**src/rtl/sram_wseq_pkg.sv**
```systemverilog
package sram_wseq_pkg;

  typedef enum logic [1:0] {
    PH_IDLE    = 2'd0,
    PH_SETUP   = 2'd1,
    PH_PULSE   = 2'd2,
    PH_RECOVER = 2'd3
  } phase_e;

  function automatic int unsigned cdiv(input int unsigned ns, input int unsigned clk_ns);
    return (ns + clk_ns - 1) / clk_ns;
  endfunction

  function automatic int unsigned umax(input int unsigned a, input int unsigned b);
    return (a > b) ? a : b;
  endfunction

  // strobe-low width in cycles
  function automatic int unsigned pulse_cycles(input int unsigned wp, input int unsigned clk_ns);
    return umax(1, cdiv(wp, clk_ns));
  endfunction

  // cycles of CE low before WE falls, so CE/address/data lead the end far enough
  function automatic int unsigned setup_cycles(input int unsigned ce_ns, input int unsigned av_ns,
                                               input int unsigned dv_ns, input int unsigned wp,
                                               input int unsigned clk_ns);
    int unsigned lead;
    int unsigned p;
    lead = umax(cdiv(ce_ns, clk_ns), umax(cdiv(av_ns, clk_ns), cdiv(dv_ns, clk_ns)));
    p    = pulse_cycles(wp, clk_ns);
    return (lead > p + 1) ? lead - p : 1;
  endfunction

  // cycles after WE rises; also pads the whole cycle up to its minimum
  function automatic int unsigned recover_cycles(input int unsigned cyc_ns, input int unsigned rec_ns,
                                                 input int unsigned ce_ns, input int unsigned av_ns,
                                                 input int unsigned dv_ns, input int unsigned wp,
                                                 input int unsigned clk_ns);
    int unsigned act;
    int unsigned need;
    int unsigned r;
    act  = setup_cycles(ce_ns, av_ns, dv_ns, wp, clk_ns) + pulse_cycles(wp, clk_ns);
    need = cdiv(cyc_ns, clk_ns);
    r    = umax(1, cdiv(rec_ns, clk_ns));
    return (need > act + r) ? need - act : r;
  endfunction

endpackage

```
**src/rtl/sram_wseq_timing.sv**
```systemverilog
module sram_wseq_timing #(
  parameter int unsigned CNT_W   = 5,
  parameter int unsigned F_SETUP = 2,
  parameter int unsigned F_PULSE = 13,
  parameter int unsigned F_REC   = 2,
  parameter int unsigned S_SETUP = 3,
  parameter int unsigned S_PULSE = 17,
  parameter int unsigned S_REC   = 4
) (
  input  logic             clk,
  input  logic             rst_n,
  input  logic             capture_i,
  input  logic             slow_i,
  output logic [CNT_W-1:0] setup_len_o,
  output logic [CNT_W-1:0] pulse_len_o,
  output logic [CNT_W-1:0] rec_len_o
);

  localparam logic [CNT_W-1:0] LEN_TAB [2][3] = '{
    '{CNT_W'(F_SETUP), CNT_W'(F_PULSE), CNT_W'(F_REC)},
    '{CNT_W'(S_SETUP), CNT_W'(S_PULSE), CNT_W'(S_REC)}
  };

  logic grade_q;
  logic grade_d;
  logic sel;

  // grade register with explicit clock enable
  always_comb begin
    grade_d = grade_q;
    if (capture_i) grade_d = slow_i;
  end

  always_ff @(posedge clk or negedge rst_n) begin
    if (!rst_n) grade_q <= 1'b0;
    else        grade_q <= grade_d;
  end

  // bypass so the accepting cycle already sees the new grade
  assign sel = capture_i ? slow_i : grade_q;

  always_comb begin
    setup_len_o = LEN_TAB[sel][0];
    pulse_len_o = LEN_TAB[sel][1];
    rec_len_o   = LEN_TAB[sel][2];
  end

endmodule

```
**src/rtl/sram_wseq_fsm.sv**
```systemverilog
module sram_wseq_fsm
  import sram_wseq_pkg::*;
#(
  parameter int unsigned CNT_W = 5
) (
  input  logic             clk,
  input  logic             rst_n,
  input  logic             req_i,
  input  logic [CNT_W-1:0] setup_len_i,
  input  logic [CNT_W-1:0] pulse_len_i,
  input  logic [CNT_W-1:0] rec_len_i,
  output phase_e           phase_nxt_o,
  output logic             accept_o,
  output logic             ready_o
);

  phase_e           ph_q, ph_d;
  logic [CNT_W-1:0] cnt_q, cnt_d;
  logic             last;

  assign last     = (cnt_q == '0);
  assign ready_o  = (ph_q == PH_IDLE);
  assign accept_o = ready_o && req_i;

  always_comb begin
    ph_d  = ph_q;
    cnt_d = cnt_q;
    unique case (ph_q)
      PH_IDLE: begin
        if (req_i) begin
          ph_d  = PH_SETUP;
          cnt_d = setup_len_i - 1'b1;
        end
      end
      PH_SETUP: begin
        if (last) begin
          ph_d  = PH_PULSE;
          cnt_d = pulse_len_i - 1'b1;
        end else begin
          cnt_d = cnt_q - 1'b1;
        end
      end
      PH_PULSE: begin
        if (last) begin
          ph_d  = PH_RECOVER;
          cnt_d = rec_len_i - 1'b1;
        end else begin
          cnt_d = cnt_q - 1'b1;
        end
      end
      PH_RECOVER: begin
        if (last) ph_d  = PH_IDLE;
        else      cnt_d = cnt_q - 1'b1;
      end
      default: ph_d = PH_IDLE;
    endcase
  end

  always_ff @(posedge clk or negedge rst_n) begin
    if (!rst_n) begin
      ph_q  <= PH_IDLE;
      cnt_q <= '0;
    end else begin
      ph_q  <= ph_d;
      cnt_q <= cnt_d;
    end
  end

  assign phase_nxt_o = ph_d;

  // a taken request must make the block busy on the next cycle
  assert_busy_after_accept_R2: assert property (@(posedge clk) disable iff (!rst_n)
    (ready_o && req_i) |=> !ready_o);

  // a request pending during the recovery end is taken on the ready cycle
  assert_pending_taken_R8: assert property (@(posedge clk) disable iff (!rst_n)
    (ready_o && req_i) |=> (ph_q == PH_SETUP));

endmodule

```
**src/rtl/sram_wseq_path.sv**
```systemverilog
module sram_wseq_path
  import sram_wseq_pkg::*;
#(
  parameter int unsigned ADDR_W = 17,
  parameter int unsigned DATA_W = 16
) (
  input  logic              clk,
  input  logic              rst_n,
  input  logic              accept_i,
  input  phase_e            phase_nxt_i,
  input  logic [ADDR_W-1:0] addr_i,
  input  logic [DATA_W-1:0] wdata_i,
  output logic [ADDR_W-1:0] mem_addr_o,
  output logic [DATA_W-1:0] mem_dq_o,
  output logic              mem_dq_oe_o,
  output logic              mem_ce_n_o,
  output logic              mem_we_n_o
);

  logic [ADDR_W-1:0] addr_d;
  logic [DATA_W-1:0] data_d;
  logic              ce_n_d, we_n_d, oe_d;

  // bus capture with explicit enable
  always_comb begin
    addr_d = mem_addr_o;
    data_d = mem_dq_o;
    if (accept_i) begin
      addr_d = addr_i;
      data_d = wdata_i;
    end
  end

  // strobes decoded from the next phase so every pin comes straight off a flop
  always_comb begin
    ce_n_d = !((phase_nxt_i == PH_SETUP) || (phase_nxt_i == PH_PULSE));
    we_n_d = !(phase_nxt_i == PH_PULSE);
    oe_d   = (phase_nxt_i != PH_IDLE);
  end

  always_ff @(posedge clk or negedge rst_n) begin
    if (!rst_n) begin
      mem_addr_o  <= '0;
      mem_dq_o    <= '0;
      mem_dq_oe_o <= 1'b0;
      mem_ce_n_o  <= 1'b1;
      mem_we_n_o  <= 1'b1;
    end else begin
      mem_addr_o  <= addr_d;
      mem_dq_o    <= data_d;
      mem_dq_oe_o <= oe_d;
      mem_ce_n_o  <= ce_n_d;
      mem_we_n_o  <= we_n_d;
    end
  end

  assert_we_within_ce_R3: assert property (@(posedge clk) disable iff (!rst_n)
    !mem_we_n_o |-> !mem_ce_n_o);

  assert_end_by_we_R5: assert property (@(posedge clk) disable iff (!rst_n)
    $rose(mem_ce_n_o) |-> $rose(mem_we_n_o));

  assert_bus_stable_R6: assert property (@(posedge clk) disable iff (!rst_n)
    (mem_dq_oe_o && $past(mem_dq_oe_o)) |-> ($stable(mem_addr_o) && $stable(mem_dq_o)));

  assert_drive_before_we_R7: assert property (@(posedge clk) disable iff (!rst_n)
    $fell(mem_we_n_o) |-> (mem_dq_oe_o && $past(mem_dq_oe_o)));

  assert_strobes_need_drive_R7: assert property (@(posedge clk) disable iff (!rst_n)
    !mem_ce_n_o |-> mem_dq_oe_o);

endmodule

```
**src/rtl/sram_write_seq.sv**
```systemverilog
module sram_write_seq
  import sram_wseq_pkg::*;
#(
  parameter int unsigned ADDR_W  = 17,
  parameter int unsigned DATA_W  = 16,
  parameter int unsigned CLK_NS  = 5,
  parameter int unsigned F_CYC   = 85,
  parameter int unsigned F_CE    = 75,
  parameter int unsigned F_AV    = 75,
  parameter int unsigned F_WP    = 65,
  parameter int unsigned F_DV    = 35,
  parameter int unsigned F_REC   = 5,
  parameter int unsigned S_CYC   = 120,
  parameter int unsigned S_CE    = 100,
  parameter int unsigned S_AV    = 100,
  parameter int unsigned S_WP    = 85,
  parameter int unsigned S_DV    = 45,
  parameter int unsigned S_REC   = 5
) (
  input  logic              clk,
  input  logic              rst_n,
  input  logic              req_i,
  output logic              ready_o,
  input  logic              slow_i,
  input  logic [ADDR_W-1:0] addr_i,
  input  logic [DATA_W-1:0] wdata_i,
  output logic [ADDR_W-1:0] mem_addr_o,
  output logic [DATA_W-1:0] mem_dq_o,
  output logic              mem_dq_oe_o,
  output logic              mem_ce_n_o,
  output logic              mem_we_n_o
);

  // phase lengths in whole cycles
  localparam int unsigned FS = setup_cycles(F_CE, F_AV, F_DV, F_WP, CLK_NS);
  localparam int unsigned FP = pulse_cycles(F_WP, CLK_NS);
  localparam int unsigned FR = recover_cycles(F_CYC, F_REC, F_CE, F_AV, F_DV, F_WP, CLK_NS);
  localparam int unsigned SS = setup_cycles(S_CE, S_AV, S_DV, S_WP, CLK_NS);
  localparam int unsigned SP = pulse_cycles(S_WP, CLK_NS);
  localparam int unsigned SR = recover_cycles(S_CYC, S_REC, S_CE, S_AV, S_DV, S_WP, CLK_NS);
  localparam int unsigned MAX_LEN = umax(umax(umax(FS, FP), umax(FR, SS)), umax(SP, SR));
  localparam int unsigned CNT_W   = $clog2(MAX_LEN + 1);

  logic [1:0]       rst_sync_q;
  logic             rst_int_n;
  logic             accept;
  phase_e           phase_nxt;
  logic [CNT_W-1:0] setup_len, pulse_len, rec_len;

  // asynchronous assertion, synchronous release
  always_ff @(posedge clk or negedge rst_n) begin
    if (!rst_n) rst_sync_q <= 2'b00;
    else        rst_sync_q <= {rst_sync_q[0], 1'b1};
  end
  assign rst_int_n = rst_sync_q[1];

  sram_wseq_timing #(
    .CNT_W(CNT_W),
    .F_SETUP(FS), .F_PULSE(FP), .F_REC(FR),
    .S_SETUP(SS), .S_PULSE(SP), .S_REC(SR)
  ) u_timing (
    .clk        (clk),
    .rst_n      (rst_int_n),
    .capture_i  (accept),
    .slow_i     (slow_i),
    .setup_len_o(setup_len),
    .pulse_len_o(pulse_len),
    .rec_len_o  (rec_len)
  );

  sram_wseq_fsm #(.CNT_W(CNT_W)) u_fsm (
    .clk        (clk),
    .rst_n      (rst_int_n),
    .req_i      (req_i),
    .setup_len_i(setup_len),
    .pulse_len_i(pulse_len),
    .rec_len_i  (rec_len),
    .phase_nxt_o(phase_nxt),
    .accept_o   (accept),
    .ready_o    (ready_o)
  );

  sram_wseq_path #(.ADDR_W(ADDR_W), .DATA_W(DATA_W)) u_path (
    .clk        (clk),
    .rst_n      (rst_int_n),
    .accept_i   (accept),
    .phase_nxt_i(phase_nxt),
    .addr_i     (addr_i),
    .wdata_i    (wdata_i),
    .mem_addr_o (mem_addr_o),
    .mem_dq_o   (mem_dq_o),
    .mem_dq_oe_o(mem_dq_oe_o),
    .mem_ce_n_o (mem_ce_n_o),
    .mem_we_n_o (mem_we_n_o)
  );

  assert_idle_quiet_R1: assert property (@(posedge clk) disable iff (!rst_int_n)
    ready_o |-> (mem_ce_n_o && mem_we_n_o && !mem_dq_oe_o));

endmodule

```
**config.mk**
```make
export PLATFORM = sky130hd
export DESIGN_NAME = sram_write_seq
export DESIGN_NICKNAME = d
export VERILOG_FILES = /design/src/rtl/sram_wseq_pkg.sv /design/src/rtl/sram_wseq_timing.sv /design/src/rtl/sram_wseq_fsm.sv /design/src/rtl/sram_wseq_path.sv /design/src/rtl/sram_write_seq.sv
export SDC_FILE = /design/constraint.sdc
export NUM_CORES = 1
export LEC_CHECK = 0
export BUFFER_PORTS_ARGS = -buffer_cell sky130_fd_sc_hd__buf_4
export CAP_MARGIN = 10
export CORE_MARGIN = 10
export CORE_UTILIZATION = 30
export DETAILED_ROUTE_END_ITERATION = 6
export SLEW_MARGIN = 20
export SYNTH_ARGS = -nofsm -noshare
export SYNTH_HDL_FRONTEND = slang
export SYNTH_SLANG_ARGS = --single-unit
```
**constraint.sdc**
```tcl
create_clock -name clk -period 2.4 [get_ports clk]
set_input_delay 0.36 -clock clk [delete_from_list [all_inputs] [get_ports clk]]
set_output_delay 0.36 -clock clk [all_outputs]
set_load 0.02 [all_outputs]
```
======== Word level (Yosys, flattened, before mapping) ========
Cells that the tools add are included.
operators by class
  $add $sub $neg .......................... 4
  $mul .................................... 0
  div/mod/pow operators ................... 0
  magnitude comparators ................... 1
  equal/unequal tests ..................... 7
  shifts and indexed selects .............. 0
  mux-type cells .......................... 14
  bitwise gates (word level) .............. 1
  reductions and logical operators ........ 8
operators with widths
  kind                                                                 count
  15-bit 2-to-1 mux                                                    2
  5-bit 2-to-1 mux                                                     4
  5-bit case mux with 4 select lines                                   1
  5-bit by 1-bit subtractor with 5-bit output (second input constant)  4
  11-bit 2-to-1 mux                                                    1
  2-bit 2-to-1 mux                                                     4
  2-bit case mux with 4 select lines                                   1
  2-bit == test (second input constant)                                3
  5-bit zero test                                                      1
  2-bit by 1-bit == test with 1-bit output (second input constant)     2
  2-bit inequality test (second input constant)                        2
  2-bit >= comparator (second input constant)                          1
  1-bit zero test                                                      2
  2-bit zero test                                                      1
  1-bit NOT with 2-bit output                                          1
  2-bit AND reduction                                                  1
  2-bit nonzero test                                                   1
  1-bit logical AND                                                    1
  1-bit logical OR                                                     1
  1-bit 2-to-1 mux                                                     1
storage, ports and cells
  register bits ........................... 46
  bits in latches ......................... 0
  memory bits (writable) .................. 0
  memory bits (read-only) ................. 0
  input bits .............................. 37
  word-level logic and storage cells ...... 44
  memories kept ........................... 0

======== Longest topological paths before layout ========
Gate-level depths: netlist of run 1.
  depth in word-level cells ............... 10
  gate-level depth with buffers ........... 7
  depth with buffers taken out ............ 7

======== Modules after synthesis ========
Synthesis of run 1 repeated with hierarchy kept, for this count alone.
second synthesis, totals
  cells, all modules ...................... 185
  area, all modules ....................... 2,406.1 um2
by module, submodules not included
  module            times used  cells an instance  area each (um2)
  sram_wseq_path    1           80                 1,502.7
  sram_wseq_fsm     1           83                 686.9
  sram_wseq_timing  1           19                 162.7
  sram_write_seq    1           3                  53.8

======== Least setup slack after synthesis of run 1 ========
No wires, ideal clock.
  kind .................................... register -> register
  start point ............................. register u_fsm.cnt_q[0]
  end point ............................... register u_path.mem_ce_n_o
  arrival time ............................ 1.819 ns
  slack ................................... 0.522 ns
  cell stages (with the launch flop) ...... 8
  period minus slack after synthesis ...... 1.878 ns
  cell sequence ........................... dfrtp_1 -> inv_1 -> ha_1 -> or4b_4 -> a211oi_2 -> a21oi_1 -> ha_1 -> inv_1
on the way
  longest elaborated chain between the ends .. 6
RTL lines
  what                                                                       line                                                           text
  start: declaration                                                         sram_wseq_fsm.sv:18                                            logic [CNT_W-1:0] cnt_q, cnt_d;
  start signal: assignment                                                   sram_wseq_fsm.sv:65                                            cnt_q <= cnt_d;
  5-bit zero test (*)                                                        sram_wseq_fsm.sv:21                                            assign last = (cnt_q == '0);
  2-bit 2-to-1 mux, on equally long branches                                 sram_wseq_fsm.sv:52, sram_wseq_fsm.sv:36, sram_wseq_fsm.sv:44
  2-bit case mux with 4 select lines (*)                                     sram_wseq_fsm.sv:28                                            unique case (ph_q)
  2-bit by 1-bit == test with 1-bit output or 2-bit == test (tied branches)  sram_wseq_path.sv:36                                           ce_n_d = !((phase_nxt_i == PH_SETUP) || (phase_nxt_i == PH_PULSE));
  1-bit logical OR (*)                                                       sram_wseq_path.sv:36
  1-bit zero test (*)                                                        sram_wseq_path.sv:36
  named net u_path.ce_n_d                                                    sram_wseq_path.sv:22                                           logic ce_n_d, we_n_d, oe_d;
  end signal: assignment                                                     sram_wseq_path.sv:52                                           mem_ce_n_o <= ce_n_d;
  end: declaration                                                           sram_wseq_path.sv:16                                           output logic mem_ce_n_o,
Mark *: on every way through the listed nets, which the timed path passes. The rest lies on a longest branch.
A chain may end at the register's enable or synchronous reset.

======== Worst setup path after layout of run 1 ========
Ends and elaborated chain as after synthesis.

==> results of run 1 <==
synth_stat cells (all sizes together), types with 3 or more instances:
cell type,count
a21oi,3
buf,4
clkbuf,3
dfrtp,44
ha,3
inv,7
mux2,34
nand2,3
nand3,3
nor2,3
nor3b,3
path summary, 6_finish.rpt:
kind / start / cells past startpoint / endpoint / slack (ns)
setup / recovery: u_fsm.cnt_q[0] / 7 / u_path.mem_ce_n_o / 0.38
hold / removal: rst_sync_q[1] / 0 / u_path.mem_addr_o[9] / 0.19
setup reg to reg: u_fsm.cnt_q[0] / 7 / u_path.mem_ce_n_o / 0.38
hold reg to reg: rst_sync_q[1] / 0 / u_path.mem_addr_o[9] / 0.19
max in group asynchronous: rst_sync_q[1] / 1 / u_path.mem_ce_n_o / 1.63
min in group clk: addr_i[11] / 2 / u_path.mem_addr_o[11] / 0.30
power by group through the flow:
| stage | clock [mW] | sequential (mW) | combinational [mW] |
|---|---|---|---|
| after detailed placement | 0 | 1.42 | 1.91 |
| final | 0.452 | 1.40 | 1.88 |
| after global routing | 0.518 | 1.46 | 2.03 |
| after global placement | 0 | 1.40 | 1.90 |
| after floorplan | 0 | 1.77 | 0.793 |
| after CTS | 0.480 | 1.40 | 1.92 |
logic make-up after synthesis:
family                     count (synthesis)  synth area share [%]
and+or+nand+nor                           21                  6.96
buffers and inverters                     14                  4.38
other                                      1                 0.193
muxes                                     36                  20.8
AOI/OAI and AO/OA                         14                  5.42
adders and majority gates                  3                  1.93
xor gates and xnor gates                   2                 0.903
DFF                                       46                  59.4
critical path, cell delays in order, from the launching register on:
cell and delay, ns:
sky130_fd_sc_hd__dfrtp_1 0.42, sky130_fd_sc_hd__inv_1 0.11, sky130_fd_sc_hd__ha_1 0.22, sky130_fd_sc_hd__or4b_4 0.52, sky130_fd_sc_hd__a211oi_2 0.26, sky130_fd_sc_hd__a21oi_1 0.09
sky130_fd_sc_hd__ha_1 0.30, sky130_fd_sc_hd__inv_1 0.05
state kept, by name (all words and copies together), names as in the netlist:
register and cells:
u_path.mem_dq_o 16, u_fsm.cnt_q 5, u_path.mem_addr_o 17, u_fsm.ph_q 2, u_path.mem_we_n_o 1, u_path.mem_ce_n_o 1, rst_sync_q 2, u_path.mem_dq_oe_o 1
u_timing.grade_q 1
final cells by class:
| cell class | count | area [sq um] |
|---|---|---|
| Clock inverter | 2 | 13.8 |
| Timing Repair Buffer | 80 | 616 |
| Sequential cell | 46 | 1150 |
| Tap cell | 77 | 96.3 |
| Fill cell | 609 | 3630 |
| Inverter | 7 | 26.3 |
| Multi-Input combinational cell | 77 | 707 |
| Clock buffer | 6 | 72.6 |
per-layer routing:
layer | vias to the layer above | track usage (%) | part of all wire, %
met4 | 0 | 3.15 | 1.1
met3 | 5 | 3.37 | 8.2
met2 | 51 | 14.9 | 48
met1 | 643 | 10.5 | 42
li1 | 641 | - | -
met5 | - | 0 | 0
per-stage QoR:
stage	cells	instance area, sq um	util [%]
after floorplan	137	1940	-
after global placement	286	2590	41.0
after detailed placement	286	2590	41.0
after CTS	295	2690	42.5
after global routing	295	2690	42.5
final	295	2690	42.5
what timing repair did:
item | 4_1_cts | 5_1_grt
endpoints found under the setup margin | 0 | 0
setup buffers | 0 | 0
hold endpoints to repair | 2 | 0
resized for setup | 0 | 0
hold buffers | 1 | 0
==> Flow_metrics.wiki, run 1 <==
{| class="wikitable"
! Metric !! Value
|-
| Detailed Route WL || 4.50 mm
|-
| Final antenna-violating net count || 0
|-
| Required arrival time at the worst endpoint || between 2 and 3 ns
|-
| Post-layout worst setup margin || around 0.38 ns
|-
| Pin count of the biggest net entering global routing || 34
|-
| Design Power || 3.73 mW
|-
| Net Switching || 1.42 mW
|-
| Horizontal die dimension || 100 um
|-
| Avg Inst Size Synth || about 14 sq um
|-
| Std cell rows || 29
|-
| Worst vdd ir || 0.586 mV
|-
| Portion of total power attributed to combinational logic || 50.4%
|-
| Type of destination of the critical path || flip-flop
|-
| Number of different library cells in the post-synthesis netlist || 36
|-
| Synth warnings || 0
|-
| Final Hold Viols || 0
|-
| Antenna violations before repair || 0
|-
| TritonCTS sink count || 46
|-
| Arrival time of the worst setup path || between 2 and 2.5 ns
|-
| Antenna cells || 0
|-
| Total setup violations reported at the end of the flow || 0
|-
| Leading area contributor after synthesis || sky130_fd_sc_hd__dfrtp_1
|-
| Setup TNS || 0 ns
|-
| Kind of start point of the critical path || flip-flop
|-
| Routed via count || 1340
|-
| Overall Global Routing Usage || a little under a tenth
|-
| Number of H-tree levels || 2
|-
| Predominant post-synthesis flop cell || sky130_fd_sc_hd__dfrtp_1
|-
| RSZ-0062 raised after global routing || no
|-
| DRC violations left || 0
|-
| Most common cell after layout, fill and taps aside || sky130_fd_sc_hd__buf_4
|-
| Number of search-and-repair iterations in the first detailed-routing pass || 4
|-
| Design internal power || roughly 2.3 mW
|-
| Global-route wire length before repair || roughly 7.5 mm
|-
| Top-Level Pins || 74
|-
| Count of max-cap constraint violations || 0
|-
| Post-place setup slack || about 0.39 ns
|-
| Avg WL per Cell || 15.3 um
|-
| Number of register bits inferred by synthesis || 46
|-
| Number of standard cells after synthesis || 137
|-
| Commonest cells after routing, fill and taps aside || sky130_fd_sc_hd__buf_4 (78), sky130_fd_sc_hd__dfrtp_1 (43), sky130_fd_sc_hd__mux2_2 (34)
|-
| Overall die height || ~100 um
|-
| Detail-routed via count per cell || 4.54
|-
| Power density over the cells || between 1000 and 1500 mW/mm^2
|-
| Path type of the worst min-delay path || flip-flop to async pin
|-
| Final HPWL DP || 3.55 mm
|-
| Category of the critical setup timing path || flip-flop to flip-flop
|-
| Switching Fraction || between 30% and 40%
|-
| Weighted congestion reported at the end of routability-driven placement || 0.792
|-
| Number of flops mapped to enable cells by yosys || 0
|-
| CTS Buf Count || 5
|-
| Leftover overflow at the end of global routing || 0
|-
| Largest clock skew in the final design || 0.00591 ns
|-
| Final critical-path share of the clock period || 84.3%
|-
| Crit path time final || 2.02 ns
|-
| Status || complete, no violations
|-
| Netlist Area Pre-Place || 0.00194 sq mm
|-
| Leading cell types by total area after synthesis || sky130_fd_sc_hd__dfrtp_1 (57%), sky130_fd_sc_hd__mux2_2 (20%), sky130_fd_sc_hd__dfstp_2 (2.7%)
|-
| Clock latency of the later-clocked register in the worst-skew pair || 0.29 ns
|-
| Number of DRC markers in iteration 0 || 35
|-
| Area of the core region || between 0.006 and 0.007 sq mm
|-
| Clock group share of total power || between 10% and 20%
|-
| Biggest fanout along the worst timing path || 5
|-
| Die area || 0.0101 sq mm
|-
| TritonCTS clock tree || built
|-
| Initial cell density of the core || 30.7%
|-
| Post-Synthesis Net Count || 177
|-
| Final max-slew violation count || 0
|-
| Post-synthesis sequential area ratio || about three fifths
|-
| Area delta synth->final || 38.4%
|-
| Hold slack || 0.193 ns
|-
| Fmax achieved || about 0.49 GHz
|-
| Clock-pin slew on the worst setup and hold paths || ~0.08 ns
|-
| Via count of the first global-routing pass || roughly 1500
|-
| Worst-case clock buffer depth || 2
|-
| Fraction of layout instances using a drive strength above 1 || approximately three fifths
|-
| # port buffers || 73
|-
| Fraction of synthesis flops using an asynchronous set or reset pin || 100%
|-
| Leakage component of the power || 1.25 nW
|-
| Post-layout nets || 257
|-
| Share of total power in sequential cells || 37.5%
|-
| CTS root buf || sky130_fd_sc_hd__clkbuf_8
|-
| Fraction of synthesized cell area taken by the top area cell type || 56.7%
|}
No activity file was read; power rests on OpenSTA's default activity.
==> run 2: changes to the inputs <==
clock period = 2.1 ns   (was 2.4 ns; I/O delays follow)
==> Flow_metrics.wiki, run 2 (synthesis results as in run 1) <==
{| class="wikitable"
! Metric !! Value
|-
| Fmax achieved || 0.511 GHz (was 0.494 GHz)
|-
| RSZ-0062 raised after global routing || no (unchanged)
|-
| CTS root buf || sky130_fd_sc_hd__clkbuf_8 (unchanged)
|-
| Crit path time final || 1.96 ns (was 2.02 ns)
|-
| Design Power || 4.27 mW (was 3.73 mW)
|-
| Number of H-tree levels || 2 (unchanged)
|-
| Post-CTS Setup Inserts || 0 (unchanged)
|-
| Area of the core region || 0.00631 sq mm (unchanged)
|-
| Avg WL per Cell || 15.3 um (about the same)
|-
| Final max-slew violation count || 0 (unchanged)
|-
| Final HPWL DP || 3.43 mm (was 3.55 mm)
|-
| Met3 capacity usage during global routing || 3.57% (was 3.37%)
|-
| Hold slack || 0.112 ns (was 0.193 ns)
|-
| Category of the critical setup timing path || flip-flop to flip-flop (unchanged)
|-
| Leakage component of the power || 1.25 nW (about the same)
|-
| Total setup violations reported at the end of the flow || 0 (unchanged)
|-
| Commonest cells after routing, fill and taps aside || sky130_fd_sc_hd__buf_4 (80), sky130_fd_sc_hd__dfrtp_1 (43), sky130_fd_sc_hd__mux2_2 (34) (was sky130_fd_sc_hd__buf_4 (78), sky130_fd_sc_hd__dfrtp_1 (43), sky130_fd_sc_hd__mux2_2 (34))
|-
| Required arrival time at the worst endpoint || 2.34 ns (was 2.63 ns)
|-
| Antenna violations before repair || 0 (unchanged)
|-
| TritonCTS sink count || 46 (unchanged)
|-
| Layer with the highest usage || met2 (unchanged)
|-
| Most common cell after layout, fill and taps aside || sky130_fd_sc_hd__buf_4 (unchanged)
|-
| Worst-case clock buffer depth || 2 (unchanged)
|-
| Global-route wire length before repair || 7.23 mm (was 7.47 mm)
|-
| Type of destination of the critical path || flip-flop (unchanged)
|-
| Final antenna-violating net count || 0 (unchanged)
|-
| Path type of the worst min-delay path || flip-flop to async pin (unchanged)
|-
| Worst vdd ir || 0.851 mV (was 0.586 mV)
|-
| Register with the highest flop count || u_path.mem_addr_o (unchanged)
|-
| Number of search-and-repair iterations in the first detailed-routing pass || 3 (was 4)
|-
| Reg2Reg Launch Point || u_fsm.cnt_q[0] (unchanged)
|-
| CTS Buf Count || 5 (unchanged)
|-
| Detail-routed via count per cell || 4.56 (was 4.54)
|-
| Post-layout worst setup margin || 0.144 ns (was 0.376 ns)
|-
| Top-Level Pins || 74 (unchanged)
|-
| Power density over the cells || 1590 mW/mm^2 (was 1390 mW/mm^2)
|-
| Horizontal die dimension || 100 um (unchanged)
|-
| Overall Global Routing Usage || 8.93% (was 9.05%)
|-
| Routed via count || 1351 (was 1340)
|-
| Post-layout nets || 258 (was 257)
|-
| Met1 Resource Use GR || 10.5% (about the same)
|-
| Fraction of layout instances using a drive strength above 1 || 58.9% (was 58.7%)
|-
| Worst Reg2Reg Path Length in Cells || 7 (unchanged)
|-
| Arrival time of the worst setup path || 2.20 ns (was 2.26 ns)
|-
| Post-place setup slack || 0.162 ns (was 0.388 ns)
|-
| Startpoint of the worst setup timing path || u_fsm.cnt_q[0] (unchanged)
|-
| Std cell rows || 29 (unchanged)
|-
| Via count of the first global-routing pass || 1394 (was 1462)
|-
| Detailed Route WL || 4.53 mm (was 4.50 mm)
|-
| Worst R2R End || u_path.mem_ce_n_o (unchanged)
|-
| Registers with the most flip-flops || u_path.mem_addr_o: 17 flops, u_path.mem_dq_o: 16 flops, u_fsm.cnt_q: 5 flops (unchanged)
|-
| Die area || 0.0101 sq mm (unchanged)
|-
| Internal reg-to-reg setup slack || 0.14 ns (was 0.38 ns)
|-
| # port buffers || 73 (unchanged)
|-
| Weighted congestion reported at the end of routability-driven placement || 0.803 (was 0.792)
|-
| Initial cell density of the core || 30.7% (unchanged)
|-
| Pin count of the biggest net entering global routing || 37 (was 34)
|-
| Clock latency of the later-clocked register in the worst-skew pair || 0.29 ns (about the same)
|-
| DRC violations left || 0 (unchanged)
|-
| Setup TNS || 0 ns (unchanged)
|-
| Antenna cells || 0 (unchanged)
|-
| Leftover overflow at the end of global routing || 0 (unchanged)
|-
| Met2 track demand over resource || 14.1% (was 14.9%)
|-
| Count of max-cap constraint violations || 0 (unchanged)
|-
| Clock-pin slew on the worst setup and hold paths || 0.09 ns (was 0.08 ns)
|-
| Number of DRC markers in iteration 0 || 13 (was 35)
|-
| Total of fill cells in the finished design || 602 (was 609)
|-
| Area delta synth->final || 38.2% (was 38.4%)
|-
| Overall die height || 100 um (unchanged)
|-
| TritonCTS clock tree || built (unchanged)
|-
| Status || complete, no violations (unchanged)
|-
| Final critical-path share of the clock period || 93.2% (was 84.3%)
|-
| Flip-flop count of the largest register after layout || 17 (unchanged)
|-
| Largest clock skew in the final design || 0.00443 ns (was 0.00591 ns)
|-
| Final Hold Viols || 0 (unchanged)
|-
| Kind of start point of the critical path || flip-flop (unchanged)
|-
| Biggest fanout along the worst timing path || 5 (unchanged)
|}
run 2: through the flow:
step | area [sq um] | util, % | cells
CTS | 2680 | 42.5 | 296
global placement | 2580 | 40.9 | 287
detailed placement | 2580 | 40.9 | 287
finish | 2680 | 42.5 | 296
floorplan | 1940 | - | 137
global route | 2680 | 42.5 | 296
run 2: final cells by class:
cell class                      count  area, sq um  area share, %
Sequential cell                    46         1150           43.1
Multi-Input combinational cell     77          707           26.4
Timing Repair Buffer               81          611           22.8
Tap cell                           77         96.3           3.59
Clock buffer                        6         72.6           2.71
Inverter                            7         26.3          0.980
Clock inverter                      2         13.8          0.513
run 2: worst max-delay path, cell delays in order, from the launching register on:
cell                       delay [ns]
sky130_fd_sc_hd__dfrtp_1         0.38
sky130_fd_sc_hd__inv_1           0.09
sky130_fd_sc_hd__ha_1            0.21
sky130_fd_sc_hd__or4b_4          0.52
sky130_fd_sc_hd__a211oi_2        0.26
sky130_fd_sc_hd__a21oi_1         0.09
sky130_fd_sc_hd__ha_1            0.30
sky130_fd_sc_hd__inv_1           0.06
run 2: timing repair:
item | 4_1_cts | 5_1_grt
hold buffers | 1 | 0
endpoints found under the hold margin | 2 | 0
gates resized for setup | 0 | 0
run 2: layer usage:
layer | vias up | wire length, um
li1 | 647 | -
met1 | 648 | 1980
met2 | 49 | 2110
met3 | 7 | 368
met4 | 0 | 66
met5 | - | 0
run 2: where the power goes:
part / total [mW] / internal (mW) / switching (mW)
clock: 0.532 / 0.235 / 0.297
combinational: 2.16 / 1.08 / 1.08
sequential: 1.58 / 1.33 / 0.249
total: 4.27 / 2.64 / 1.63
run 2: worst max path at each step:
stage	slack, ns	endpoint
2_1_floorplan	0.22	u_path.mem_ce_n_o
3_3_place_gp	0.19	u_path.mem_ce_n_o
3_5_place_dp	0.16	u_path.mem_ce_n_o
4_1_cts	0.13	u_path.mem_ce_n_o
5_1_grt	0.03	u_path.mem_ce_n_o
6_report	0.14	u_path.mem_ce_n_o
